===== src/rtl/csq_pkg.sv =====
package csq_pkg;
    localparam int WORD_W  = 32;
    localparam int BLK_MAX = 4;

    typedef enum logic [1:0] {
        S_IDLE  = 2'd0,
        S_KPREP = 2'd1,
        S_RUN   = 2'd2,
        S_PARK  = 2'd3
    } csq_state_t;

    localparam logic [2:0] MODE_KPREP = 3'b111;

    localparam int A_CTRL = 0;
    localparam int A_STAT = 1;
    localparam int A_DMA  = 2;
    localparam int A_DIN  = 3;
    localparam int A_DOUT = 4;
    localparam int A_KEY0 = 8;
    localparam int A_IV0  = 16;

    localparam int B_FLUSH = 14;
    localparam int B_EN    = 15;
endpackage


===== src/rtl/csq_fifo.sv =====
module csq_fifo #(
    parameter int W     = 32,
    parameter int DEPTH = 8,
    parameter int PMAX  = 4
) (
    input  logic                          clk,
    input  logic                          rst_n,
    input  logic                          flush,
    input  logic [$clog2(DEPTH+1)-1:0]    push_n,
    input  logic [PMAX*W-1:0]             push_data,
    input  logic [$clog2(DEPTH+1)-1:0]    pop_n,
    output logic [PMAX*W-1:0]             pop_data,
    output logic [$clog2(DEPTH+1)-1:0]    count
);
    localparam int AW = $clog2(DEPTH);

    logic [W-1:0]  mem [DEPTH];
    logic [AW-1:0] wptr, rptr;

    generate
        for (genvar g = 0; g < PMAX; g++) begin : g_head
            assign pop_data[g*W +: W] = mem[rptr + AW'(g)];
        end
    endgenerate

    always_ff @(posedge clk) begin
        for (int i = 0; i < PMAX; i++)
            if (i < int'(push_n)) mem[wptr + AW'(i)] <= push_data[i*W +: W];
    end

    always_ff @(posedge clk or negedge rst_n) begin
        if (!rst_n) begin
            wptr  <= '0;
            rptr  <= '0;
            count <= '0;
        end else if (flush) begin
            wptr  <= '0;
            rptr  <= '0;
            count <= '0;
        end else begin
            wptr  <= wptr + AW'(push_n);
            rptr  <= rptr + AW'(pop_n);
            count <= count + push_n - pop_n;
        end
    end

    assert_no_overflow_R4: assert property (@(posedge clk) disable iff (!rst_n)
        !flush |-> (int'(count) + int'(push_n) - int'(pop_n) <= DEPTH));
    assert_no_underflow_R7: assert property (@(posedge clk) disable iff (!rst_n)
        int'(pop_n) <= int'(count));
endmodule


===== src/rtl/csq_fsm.sv =====
module csq_fsm
    import csq_pkg::*;
#(
    parameter int CW = 4
) (
    input  logic                    clk,
    input  logic                    rst_n,
    input  logic                    en,
    input  logic                    kprep_mode,
    input  logic [CW-1:0]           bw,
    input  logic [CW-1:0]           in_cnt,
    input  logic [CW-1:0]           out_free,
    input  logic [BLK_MAX*WORD_W-1:0] in_head,
    input  logic                    core_done,
    input  logic [BLK_MAX*WORD_W-1:0] core_dout,
    output logic [CW-1:0]           in_pop_n,
    output logic [CW-1:0]           out_push_n,
    output logic [BLK_MAX*WORD_W-1:0] out_push_data,
    output logic                    core_start,
    output logic [BLK_MAX*WORD_W-1:0] din_q,
    output logic                    en_clr,
    output logic                    busy
);
    csq_state_t state, st_n;
    logic [BLK_MAX*WORD_W-1:0] res_q, nxt_q;
    logic nxt_v;
    logic have_blk, room;
    logic pop, push, sel_res, start, ld_fifo, ld_nxt, latch, stage;

    assign have_blk = in_cnt >= bw;
    assign room     = out_free >= bw;
    assign busy     = state != S_IDLE;

    always_comb begin
        st_n = state; pop = 1'b0; push = 1'b0; sel_res = 1'b0; start = 1'b0;
        ld_fifo = 1'b0; ld_nxt = 1'b0; latch = 1'b0; stage = 1'b0; en_clr = 1'b0;
        unique case (state)
            S_IDLE: begin
                if (en && kprep_mode) begin
                    st_n = S_KPREP; start = 1'b1;
                end else if (en && have_blk) begin
                    st_n = S_RUN; pop = 1'b1; start = 1'b1; ld_fifo = 1'b1;
                end
            end
            S_KPREP: begin
                if (core_done) begin
                    st_n = S_IDLE; en_clr = 1'b1;
                end
            end
            S_RUN: begin
                if (core_done) begin
                    if (room) begin
                        push = 1'b1; st_n = S_IDLE;
                    end else begin
                        latch = 1'b1; st_n = S_PARK;
                    end
                end
            end
            S_PARK: begin
                if (room) begin
                    push = 1'b1; sel_res = 1'b1;
                    if (nxt_v) begin
                        st_n = S_RUN; start = 1'b1; ld_nxt = 1'b1;
                    end else begin
                        st_n = S_IDLE;
                    end
                end else if (en && !nxt_v && have_blk) begin
                    pop = 1'b1; stage = 1'b1;
                end
            end
        endcase
    end

    assign in_pop_n      = pop  ? bw : '0;
    assign out_push_n    = push ? bw : '0;
    assign out_push_data = sel_res ? res_q : core_dout;

    always_ff @(posedge clk or negedge rst_n) begin
        if (!rst_n) state <= S_IDLE;
        else        state <= st_n;
    end

    always_ff @(posedge clk or negedge rst_n) begin
        if (!rst_n) begin
            core_start <= 1'b0;
            din_q      <= '0;
            res_q      <= '0;
            nxt_q      <= '0;
            nxt_v      <= 1'b0;
        end else begin
            core_start <= start;
            if (ld_fifo) din_q <= in_head;
            if (ld_nxt) begin
                din_q <= nxt_q;
                nxt_v <= 1'b0;
            end
            if (latch) res_q <= core_dout;
            if (stage) begin
                nxt_q <= in_head;
                nxt_v <= 1'b1;
            end
        end
    end

    assert_idle_stays_R7: assert property (@(posedge clk) disable iff (!rst_n)
        (state == S_IDLE && !en) |=> (state == S_IDLE && !core_start));
    assert_park_holds_busy_R4: assert property (@(posedge clk) disable iff (!rst_n)
        (state == S_PARK && out_free < bw) |=> busy);
    assert_kprep_no_push_R5: assert property (@(posedge clk) disable iff (!rst_n)
        (state == S_KPREP) |-> (out_push_n == '0));
    assert_done_leaves_run_R3: assert property (@(posedge clk) disable iff (!rst_n)
        (state == S_RUN && core_done) |=> (state != S_RUN || $past(nxt_v) == 1'b0));
endmodule


===== src/rtl/cipher_ctrl_seq.sv =====
module cipher_ctrl_seq
    import csq_pkg::*;
#(
    parameter int DEPTH     = 8,
    parameter int KEY_WORDS = 8,
    parameter int IV_WORDS  = 4,
    parameter int ADDR_W    = 5
) (
    input  logic                          clk,
    input  logic                          rst_n,
    input  logic                          reg_wr,
    input  logic                          reg_rd,
    input  logic [ADDR_W-1:0]             reg_addr,
    input  logic [WORD_W-1:0]             reg_wdata,
    output logic [WORD_W-1:0]             reg_rdata,
    output logic                          core_start,
    output logic [2:0]                    core_mode,
    output logic                          core_dir,
    output logic [KEY_WORDS*WORD_W-1:0]   core_key,
    output logic [IV_WORDS*WORD_W-1:0]    core_iv,
    output logic [BLK_MAX*WORD_W-1:0]     core_din,
    input  logic                          core_done,
    input  logic [BLK_MAX*WORD_W-1:0]     core_dout,
    output logic                          dma_in_req,
    output logic                          dma_out_req
);
    localparam int CW = $clog2(DEPTH+1);

    logic              busy, en_q, en_clr;
    logic [7:0]        cfg_q;
    logic              dien_q, doen_q, db4_q;
    logic [WORD_W-1:0] key_q [KEY_WORDS];
    logic [WORD_W-1:0] iv_q  [IV_WORDS];
    logic              wr_ctrl, wr_dma, flush, in_push, out_pop;
    logic [CW-1:0]     in_cnt, out_cnt, out_free, in_free, bw, burst;
    logic [CW-1:0]     in_pop_n, out_push_n;
    logic [BLK_MAX*WORD_W-1:0] in_head, out_head, out_push_data;

    assign wr_ctrl   = reg_wr && int'(reg_addr) == A_CTRL;
    assign wr_dma    = reg_wr && int'(reg_addr) == A_DMA;
    assign flush     = wr_ctrl && reg_wdata[B_FLUSH];
    assign in_push   = reg_wr && int'(reg_addr) == A_DIN && int'(in_cnt) < DEPTH;
    assign out_pop   = reg_rd && int'(reg_addr) == A_DOUT && out_cnt != '0;
    assign core_mode = cfg_q[3:1];
    assign core_dir  = cfg_q[0];
    assign bw        = core_mode[2] ? CW'(4) : CW'(2);
    assign burst     = (core_mode[2] || db4_q) ? CW'(4) : CW'(2);
    assign out_free  = CW'(DEPTH) - out_cnt;
    assign in_free   = CW'(DEPTH) - in_cnt;

    always_ff @(posedge clk or negedge rst_n) begin
        if (!rst_n) begin
            en_q <= 1'b0; cfg_q <= '0;
            dien_q <= 1'b0; doen_q <= 1'b0; db4_q <= 1'b0;
            for (int k = 0; k < KEY_WORDS; k++) key_q[k] <= '0;
            for (int k = 0; k < IV_WORDS; k++)  iv_q[k]  <= '0;
        end else begin
            if (wr_ctrl) begin
                en_q <= reg_wdata[B_EN];
                if (!busy) cfg_q <= reg_wdata[9:2];
            end
            if (en_clr) en_q <= 1'b0;
            if (wr_dma) begin
                dien_q <= reg_wdata[0]; doen_q <= reg_wdata[1]; db4_q <= reg_wdata[2];
            end
            for (int k = 0; k < KEY_WORDS; k++)
                if (reg_wr && !busy && int'(reg_addr) == A_KEY0 + k) key_q[k] <= reg_wdata;
            for (int k = 0; k < IV_WORDS; k++)
                if (reg_wr && !busy && int'(reg_addr) == A_IV0 + k) iv_q[k] <= reg_wdata;
        end
    end

    generate
        for (genvar g = 0; g < KEY_WORDS; g++) begin : g_key
            assign core_key[g*WORD_W +: WORD_W] = key_q[g];
        end
        for (genvar g = 0; g < IV_WORDS; g++) begin : g_iv
            assign core_iv[g*WORD_W +: WORD_W] = iv_q[g];
        end
    endgenerate

    always_comb begin
        reg_rdata = '0;
        case (int'(reg_addr))
            A_CTRL: reg_rdata = {16'b0, en_q, 5'b0, cfg_q, 2'b0};
            A_STAT: reg_rdata = {27'b0, busy, out_cnt == CW'(DEPTH), out_cnt == '0,
                                 in_cnt == CW'(DEPTH), in_cnt == '0};
            A_DMA:  reg_rdata = {29'b0, db4_q, doen_q, dien_q};
            A_DOUT: reg_rdata = out_head[WORD_W-1:0];
            default: begin
                for (int k = 0; k < KEY_WORDS; k++)
                    if (int'(reg_addr) == A_KEY0 + k) reg_rdata = key_q[k];
                for (int k = 0; k < IV_WORDS; k++)
                    if (int'(reg_addr) == A_IV0 + k) reg_rdata = iv_q[k];
            end
        endcase
    end

    assign dma_in_req  = dien_q && in_free >= burst;
    assign dma_out_req = doen_q && out_cnt >= burst;

    csq_fifo #(.W(WORD_W), .DEPTH(DEPTH), .PMAX(BLK_MAX)) u_in_fifo (
        .clk(clk), .rst_n(rst_n), .flush(flush),
        .push_n(in_push ? CW'(1) : CW'(0)),
        .push_data({{((BLK_MAX-1)*WORD_W){1'b0}}, reg_wdata}),
        .pop_n(in_pop_n), .pop_data(in_head), .count(in_cnt)
    );

    csq_fifo #(.W(WORD_W), .DEPTH(DEPTH), .PMAX(BLK_MAX)) u_out_fifo (
        .clk(clk), .rst_n(rst_n), .flush(flush),
        .push_n(out_push_n), .push_data(out_push_data),
        .pop_n(out_pop ? CW'(1) : CW'(0)), .pop_data(out_head), .count(out_cnt)
    );

    csq_fsm #(.CW(CW)) u_fsm (
        .clk(clk), .rst_n(rst_n), .en(en_q), .kprep_mode(core_mode == MODE_KPREP),
        .bw(bw), .in_cnt(in_cnt), .out_free(out_free), .in_head(in_head),
        .core_done(core_done), .core_dout(core_dout),
        .in_pop_n(in_pop_n), .out_push_n(out_push_n), .out_push_data(out_push_data),
        .core_start(core_start), .din_q(core_din), .en_clr(en_clr), .busy(busy)
    );

    assert_cfg_locked_R2: assert property (@(posedge clk) disable iff (!rst_n)
        (busy && wr_ctrl) |=> $stable(cfg_q));
    assert_key_locked_R2: assert property (@(posedge clk) disable iff (!rst_n)
        (busy && reg_wr && int'(reg_addr) == A_KEY0) |=> $stable(key_q[0]));
    assert_en_selfclear_R5: assert property (@(posedge clk) disable iff (!rst_n)
        en_clr |=> !en_q);
endmodule


===== config.mk =====
export PLATFORM = sky130hd
export DESIGN_NAME = cipher_ctrl_seq
export DESIGN_NICKNAME = d
export VERILOG_FILES = /design/src/rtl/csq_pkg.sv /design/src/rtl/csq_fifo.sv /design/src/rtl/csq_fsm.sv /design/src/rtl/cipher_ctrl_seq.sv
export SDC_FILE = /design/constraint.sdc
export NUM_CORES = 2
export LEC_CHECK = 0
export ABC_AREA = 1
export ABC_CLOCK_PERIOD_IN_PS = 6050
export BUFFER_PORTS_ARGS = -buffer_cell sky130_fd_sc_hd__buf_4
export CORE_MARGIN = 2
export CORE_UTILIZATION = 40
export CTS_CLUSTER_SIZE = 16
export DETAILED_ROUTE_END_ITERATION = 12
export PLACE_DENSITY = 0.62
export REMOVE_ABC_BUFFERS = 1
export SYNTH_ARGS = -nofsm -noshare
export SYNTH_HDL_FRONTEND = slang
export SYNTH_SLANG_ARGS = --single-unit

===== constraint.sdc =====
create_clock -name clk -period 6.05 [get_ports clk]
set_input_delay 1.21 -clock clk [delete_from_list [all_inputs] [get_ports clk]]
set_output_delay 1.21 -clock clk [all_outputs]
set_load 0.02 [all_outputs]

### Word level (Yosys, flattened, before mapping)

Memory sizes are Yosys's and may differ from the RTL's.
Cells that the tools add are included.

* output and inout port bits: 551
* input port bits: 170
* bits in latches: 0
* memories kept: 2
* ROM bits: 0
* logic and storage cells: 222
* memory bits (writable): 512
* register bits after elaboration: 804

Memories
* u_in_fifo.mem: depth 8, width 32, read ports 4, clocked after memory_dff 0, wr ports 1, RTL line csq_fifo.sv:17 `logic [W-1:0] mem [DEPTH];`
* u_out_fifo.mem: depth 8, width 32, read ports 1, clocked after memory_dff 0, wr ports 4, RTL line csq_fifo.sv:17

* multipliers: 0
* reduce and logical (&&, ||, !) cells: 44
* div/mod/pow operators: 0
* muxes and demuxes: 86
* shifts and indexed selects: 0
* magnitude comparators: 13
* eq/ne operators: 28
* add/sub/neg operators: 19
* bitwise operators: 1

Operators with widths (count)
* $mux W32: 15
* $mux W128: 3
* $pmux W32 S4: 1
* $reduce_or A32 Y1: 3
* $eq A5 B5 Y1 const B: 12
* $mux W1: 43
* $mux W3: 11
* $logic_and A1 B1 Y1: 26
* $add A3 B2 Y3 const B: 6
* $ge A4 B3 Y1: 4
* $eq A5 B3 Y1 const B: 3
* $mux W2: 7
* $logic_not A5 Y1: 2
* $add A3 B1 Y3 const B: 3
* $eq A4 B4 Y1 const B: 2
* $logic_not A4 Y1: 2
* $lt A1 B4 Y1 const A: 2
* $lt A2 B4 Y1 const A: 2
* $mux W4: 2
* $pmux W2 S4: 1
* $reduce_bool A2 Y1: 4
* $sub A4 B4 Y4 const A: 2
* $add A3 B1 Y3: 2
* $add A3 B3 Y3: 2
* other kinds (24): 31

### Depth between registers and ports, before layout

* depth after elaboration: 14
* depth in mapped cells: 19
* depth with buffers taken out: 18

### By module

From an unflattened synthesis, not the netlist that was laid out.

* cell total of the unflattened synthesis: 12973
* area, all modules: 87186.1 µm²

Modules (own cells, without submodules)
* csq_fifo at u_out_fifo: seq. area each 7937.6 µm², instances 1, area an instance 25280.5 µm², cells each 4160
* csq_fifo at u_in_fifo: seq. area each 7937.6 µm², instances 1, area an instance 25056.5 µm², cells each 4163
* csq_fsm: seq. area each 9709.3 µm², instances 1, area an instance 18835.6 µm², cells each 2397
* cipher_ctrl_seq: seq. area each 9909.5 µm², instances 1, area an instance 18013.5 µm², cells each 2253

### Least setup slack after synthesis

OpenSTA, ideal clock, no wires.

* path type: input to register
* from: input port reg_addr[4]
* to: memory u_in_fifo.mem[2][0] (enable)
* required time: 5589 ps
* setup slack: 1257 ps
* stages: 6
* library setup time: 461 ps
* path buffers: 1
* arrival: 4331 ps
* path through: inv_2 > clkbuf_1 > nand3_1 > nor3_1 > nand2_1 > nor3_1

* cells in the longest elaborated chain, start to end: 11
* elaborated cells between the ends (all ways): 25
* classes of those cells: order compare (4); eq/ne (1); mux (15); reduce/logical (5)

RTL lines
* from (decl): RTL line cipher_ctrl_seq.sv:13 `input logic [ADDR_W-1:0] reg_addr,`
* $eq A5 B3 Y1 (*): RTL line cipher_ctrl_seq.sv:42 `assign in_push = reg_wr && int'(reg_addr) == A_DIN && int'(in_cnt) < DEPTH;`
* $logic_and A1 B1 Y1 (*) (2 in series): RTL line cipher_ctrl_seq.sv:42
* $mux W1 (*): RTL line cipher_ctrl_seq.sv:104 `.push_n(in_push ? CW'(1) : CW'(0)),`
* $lt A1 B1 Y1: RTL line csq_fifo.sv:28 `if (i < int'(push_n)) mem[wptr + AW'(i)] <= push_data[i*W +: W];`
* $mux W1: RTL line csq_fifo.sv:28
* $mux W1 (implied by the code): RTL line csq_fifo.sv:28
* $reduce_or A32 Y1 (no line)
* $mux W3 (no line) or $mux W1 (tied branches) (3 in series)
* to (decl): RTL line csq_fifo.sv:17

Every way passes the cells marked *; elsewhere a longest branch is shown, timed or not.

### Worst setup path in the final report

* from: input port reg_addr[4]
* to: output port reg_rdata[21]

* cells in the longest elaborated chain, start to end: 14
* elaborated cells between the ends (all ways): 29
* classes of those cells: eq/ne (15); mux (13); reduce/logical (1)

RTL lines
* $eq A5 B5 Y1: RTL line cipher_ctrl_seq.sv:92 `if (int'(reg_addr) == A_KEY0 + k) reg_rdata = key_q[k];`
* $mux W32 (8 in series): RTL line cipher_ctrl_seq.sv:92
* $mux W32 (4 in series): RTL line cipher_ctrl_seq.sv:94 `if (int'(reg_addr) == A_IV0 + k) reg_rdata = iv_q[k];`
* $pmux W32 S4 (*): RTL line cipher_ctrl_seq.sv:84 `case (int'(reg_addr))`
* to (decl): RTL line cipher_ctrl_seq.sv:15 `output logic [WORD_W-1:0] reg_rdata,`

Marks and branches as above.

==> impl_results.md <==
- Worst r2r src: cfg_q[3]$_DFFE_PN0P_
- Overflow after GRT: 0
- Hold Path Stages: 2
- Final RePlAce weighted congestion: 0.907
- Setup TNS: 0 ps
- Clk pwr share: 0.269
- Main combinational cell family by area after synthesis: simple AND/OR/NAND/NOR gates
- Synthesized area per cell: between 8 and 9 µm²
- Largest net degree at the start of global routing: roughly 170
- Worst R2R Path Depth: 14
- CP max stage cell: nor2_2
- Post-layout nets: approximately 7.7k
- Routed Antenna Nets: 0
- Reg power frac: 0.395
- Num CTS Buffers: ~150
- Crit Path Category: in -> out
- P_int: roughly 21 mW
- Die ar.: between 150,000 and 200,000 µm²
- WP data arrival: 4200 ps
- Clock H-tree levels: 4
- Period minus WS final: between 5000 and 6000 ps
- CTS root buffer: clkbuf_16
- Sequential area share after synthesis: 0.575
- Fin. Hold Viols: 0
- Worst-path cell chain: buf_4 > inv_2 > buf_4 > nand3_1 > nor2_2 > inv_2 > nor2_1 > nor2_1 > nand4_1 > nand2_1 > nand4_1 > nand2_1 > nand2_1 > buf_4
- Switching Fraction: 0.390
- Worst Hold Path EP: u_fsm.din_q[13]$_DFFE_PN0P_
- Hold WS: approximately 480 ps
- Ranking of synthesized cells by area: dfrtp_1, edfxtp_1, nand2_1
- Cells after synthesis: 7,034
- Worst-Skew Late Latency: 780 ps
- Outcome: completed
- Post-CTS Hold Fix Bufs: 0
- Worst Tran Pin Value: between 1000 and 1500 ps
- Clk pin slew, worst setup/hold paths: 50 ps
- Synth Register Bits: about 1.3k
- Initial Util: 0.401
- Worst hold path type: reg -> reg
- Final setup violation count: 0
- Vias: ~53k
- Combinational cell fraction of total power: 0.336
- Worst R2R Setup Slack: 1350 ps
- IO Port Bufs: slightly above 700
- First-pass GRT wire length: about 330,000 µm
- Die height: between 300 and 400 µm
- CP max FO: 25
- Core footprint: ~150,000 µm²
- Switching pwr: 13.5 mW
- Asr flop ratio synth: 0.610
- Pre-Repair DR Iteration Count: 7
- Post-synthesis xor/xnor area fraction: 0.00142
- Area leader, netlist: dfrtp_1
- Synth cell types: ~50
- DP HPWL: roughly 160,000 µm
- Cell Area, Synth: between 60,000 and 70,000 µm²
- Top FF cell, synth: dfrtp_1
- CP startpoint kind: input port
- Layout Area Growth over Synthesis: 19.3%
- Tot GR Track Use: 0.288
- Synth cell count leaders: nand2_1, o21ai_0, dfrtp_1
- Clock sink total: ~1.3k
- RSZ-0062 raised after global routing: no
- Pwr Density: approximately 470 nW/µm²
- Post-Synth Simple-Gate Area: 0.198
- Max-cap violation count: 0
- Initial drt markers: about 6.2k
- Final Power: ~35 mW
- Drt drc: 0
- R2r endpoint: u_fsm.din_q[126]$_DFFE_PN0P_
- Ys Warns: 0
- Skew final: slightly above 20 ps
- Total wire length: about 230,000 µm
- Compound-Gate Fraction of Synth Area: 0.142
- Mux contribution to synthesized area: 0.0127
- Tcrit/Tclk final: 0.894
- Number of synthesized flops with an enable pin: between 500 and 600
- CTS max path bufs: 3
- Initial antenna violation count: 7
- Crit end category: output pin
- Row cnt: 144
- CTS tree: done
- Vias in the first global route: 48.8k
- Setup bufs post-CTS: 0
- Hold path start: u_fsm.nxt_q[13]$_DFFE_PN0P_
- Buffers plus inverters on the worst setup path: 5
- Die W: about 400 µm
- Peak Freq: ~180 MHz
- Post-synthesis adder-cell area fraction: 0.00703
- Slowest stage delay, CP: between 500 and 600 ps
- Resized Gates After CTS: 0
- Worst EP required: around 4800 ps
- I/O pin count: a little over 700
- Leak: between 30 and 40 nW
- Vias per cell: ~5.5
- Synth top area share: 0.326
- Fraction of layout cells with a size suffix above 1: 0.154
- Peak supply drop: 0.277 mV
- Slew headroom: 0.190
- Slew Viols, Final: 0
- Crit-path leading delay family: simple AND/OR/NAND/NOR gates
- Per-cell routed wire length: 23.8 µm
- Top-count cell post-synth: nand2_1
## through the flow
stage,area [µm²],cells,utilization,setup WS (ps)
final,73500,9660,0.479,642
after global routing,73500,9654,0.479,523
after CTS,73500,9654,0.479,728
after detailed placement,68500,9373,0.446,728
after global placement,68500,9373,0.446,778
after floorplan,59300,6526,-,11.7
## routing by layer
layer	part of all wire	GRT usage	vias up	routed length [µm]
li1	-	-	24500	-
met1	0.40	0.389	25500	93000
met5	0.000057	0	-	13
met2	0.44	0.436	2518	102000
met3	0.12	0.0857	410	26500
met4	0.037	0.106	2	8610
## cells by family (layout without fill, tap and decap cells)
logic type | count (synthesis) | after routing
XOR/XNOR | 10 | 10
AO/OA/AOI/OAI | 1639 | 1639
flip-flops | 1314 | 1314
other | 0 | 6
buffers and inverters | 940 | 1516
AND/OR/NAND/NOR | 3023 | 3023
adder cells (fa/ha/maj) | 34 | 34
multiplexers | 74 | 74
## how the worst max path moves through the flow
| stage | start | endpoint | slack [ps] | cells after the start |
|---|---|---|---|---|
| 3_3_place_gp | reg_addr[4] | reg_rdata[11] | 780 | 14 |
| 2_1_floorplan | u_in_fifo.rptr[1]$_DFF_PN0_ | u_fsm.din_q[65]$_DFFE_PN0P_ | 10 | 6 |
| 5_1_grt | reg_addr[4] | reg_rdata[11] | 520 | 14 |
| 4_1_cts | reg_addr[4] | reg_rdata[11] | 730 | 14 |
| 6_report | reg_addr[4] | reg_rdata[21] | 640 | 14 |
| 3_5_place_dp | reg_addr[4] | reg_rdata[11] | 730 | 14 |
## layout make-up
cell class	instances	area, µm²
flip-flops and latches	1314	35500
well taps	2044	2560
repair buffers	803	6170
clock inverters	61	653
fillers	14600	80000
diodes	6	15.0
multi-input cells	4780	22600
clock buffers	220	4350
inverters	432	1640
## placed cells by master (no fill, tap or decap), types with 21 or more instances in the layout
cell type,n
a21oi_1,92
buf_4,791
clkbuf_1,47
clkbuf_16,159
dfrtp_1,798
edfxtp_1,512
ha_1,33
inv_1,413
mux2_2,32
mux2i_1,42
nand2_1,2036
nand3_1,331
nand4_1,83
nor2_1,473
nor2_4,21
o211ai_1,49
o21ai_0,1163
o21ai_1,173
o221ai_1,41
o22ai_1,64
or2_2,33
## tightest hold or removal path, stage by stage, from the launching register on
cell	delay, ps
dfrtp_1	340
nand2_1	50
nand3_1	70
## registers in the layout, summed over array words and instances (netlist names), 2 cells and up
| register | count |
|---|---|
| u_in_fifo.mem | 256 |
| u_in_fifo.count | 4 |
| u_out_fifo.rptr | 3 |
| core_iv | 128 |
| u_out_fifo.wptr | 2 |
| u_fsm.din_q | 128 |
| u_out_fifo.mem | 256 |
| u_out_fifo.count | 4 |
| core_key | 256 |
| u_fsm.nxt_q | 128 |
| u_fsm.res_q | 128 |
| u_in_fifo.rptr | 2 |
| cfg_q | 8 |
| u_in_fifo.wptr | 3 |
| u_fsm.state | 2 |
## power groups by stage
stage	Sequential (mW)	Combinational, mW	Clock [mW]
after floorplan	14.6	5.24	0
after global placement	13.8	11.4	0
after detailed placement	13.8	11.6	0
after CTS	13.7	11.6	9.45
after global routing	13.9	12.8	9.81
final	13.7	11.6	9.32
Power figures use the tool's default switching activity.
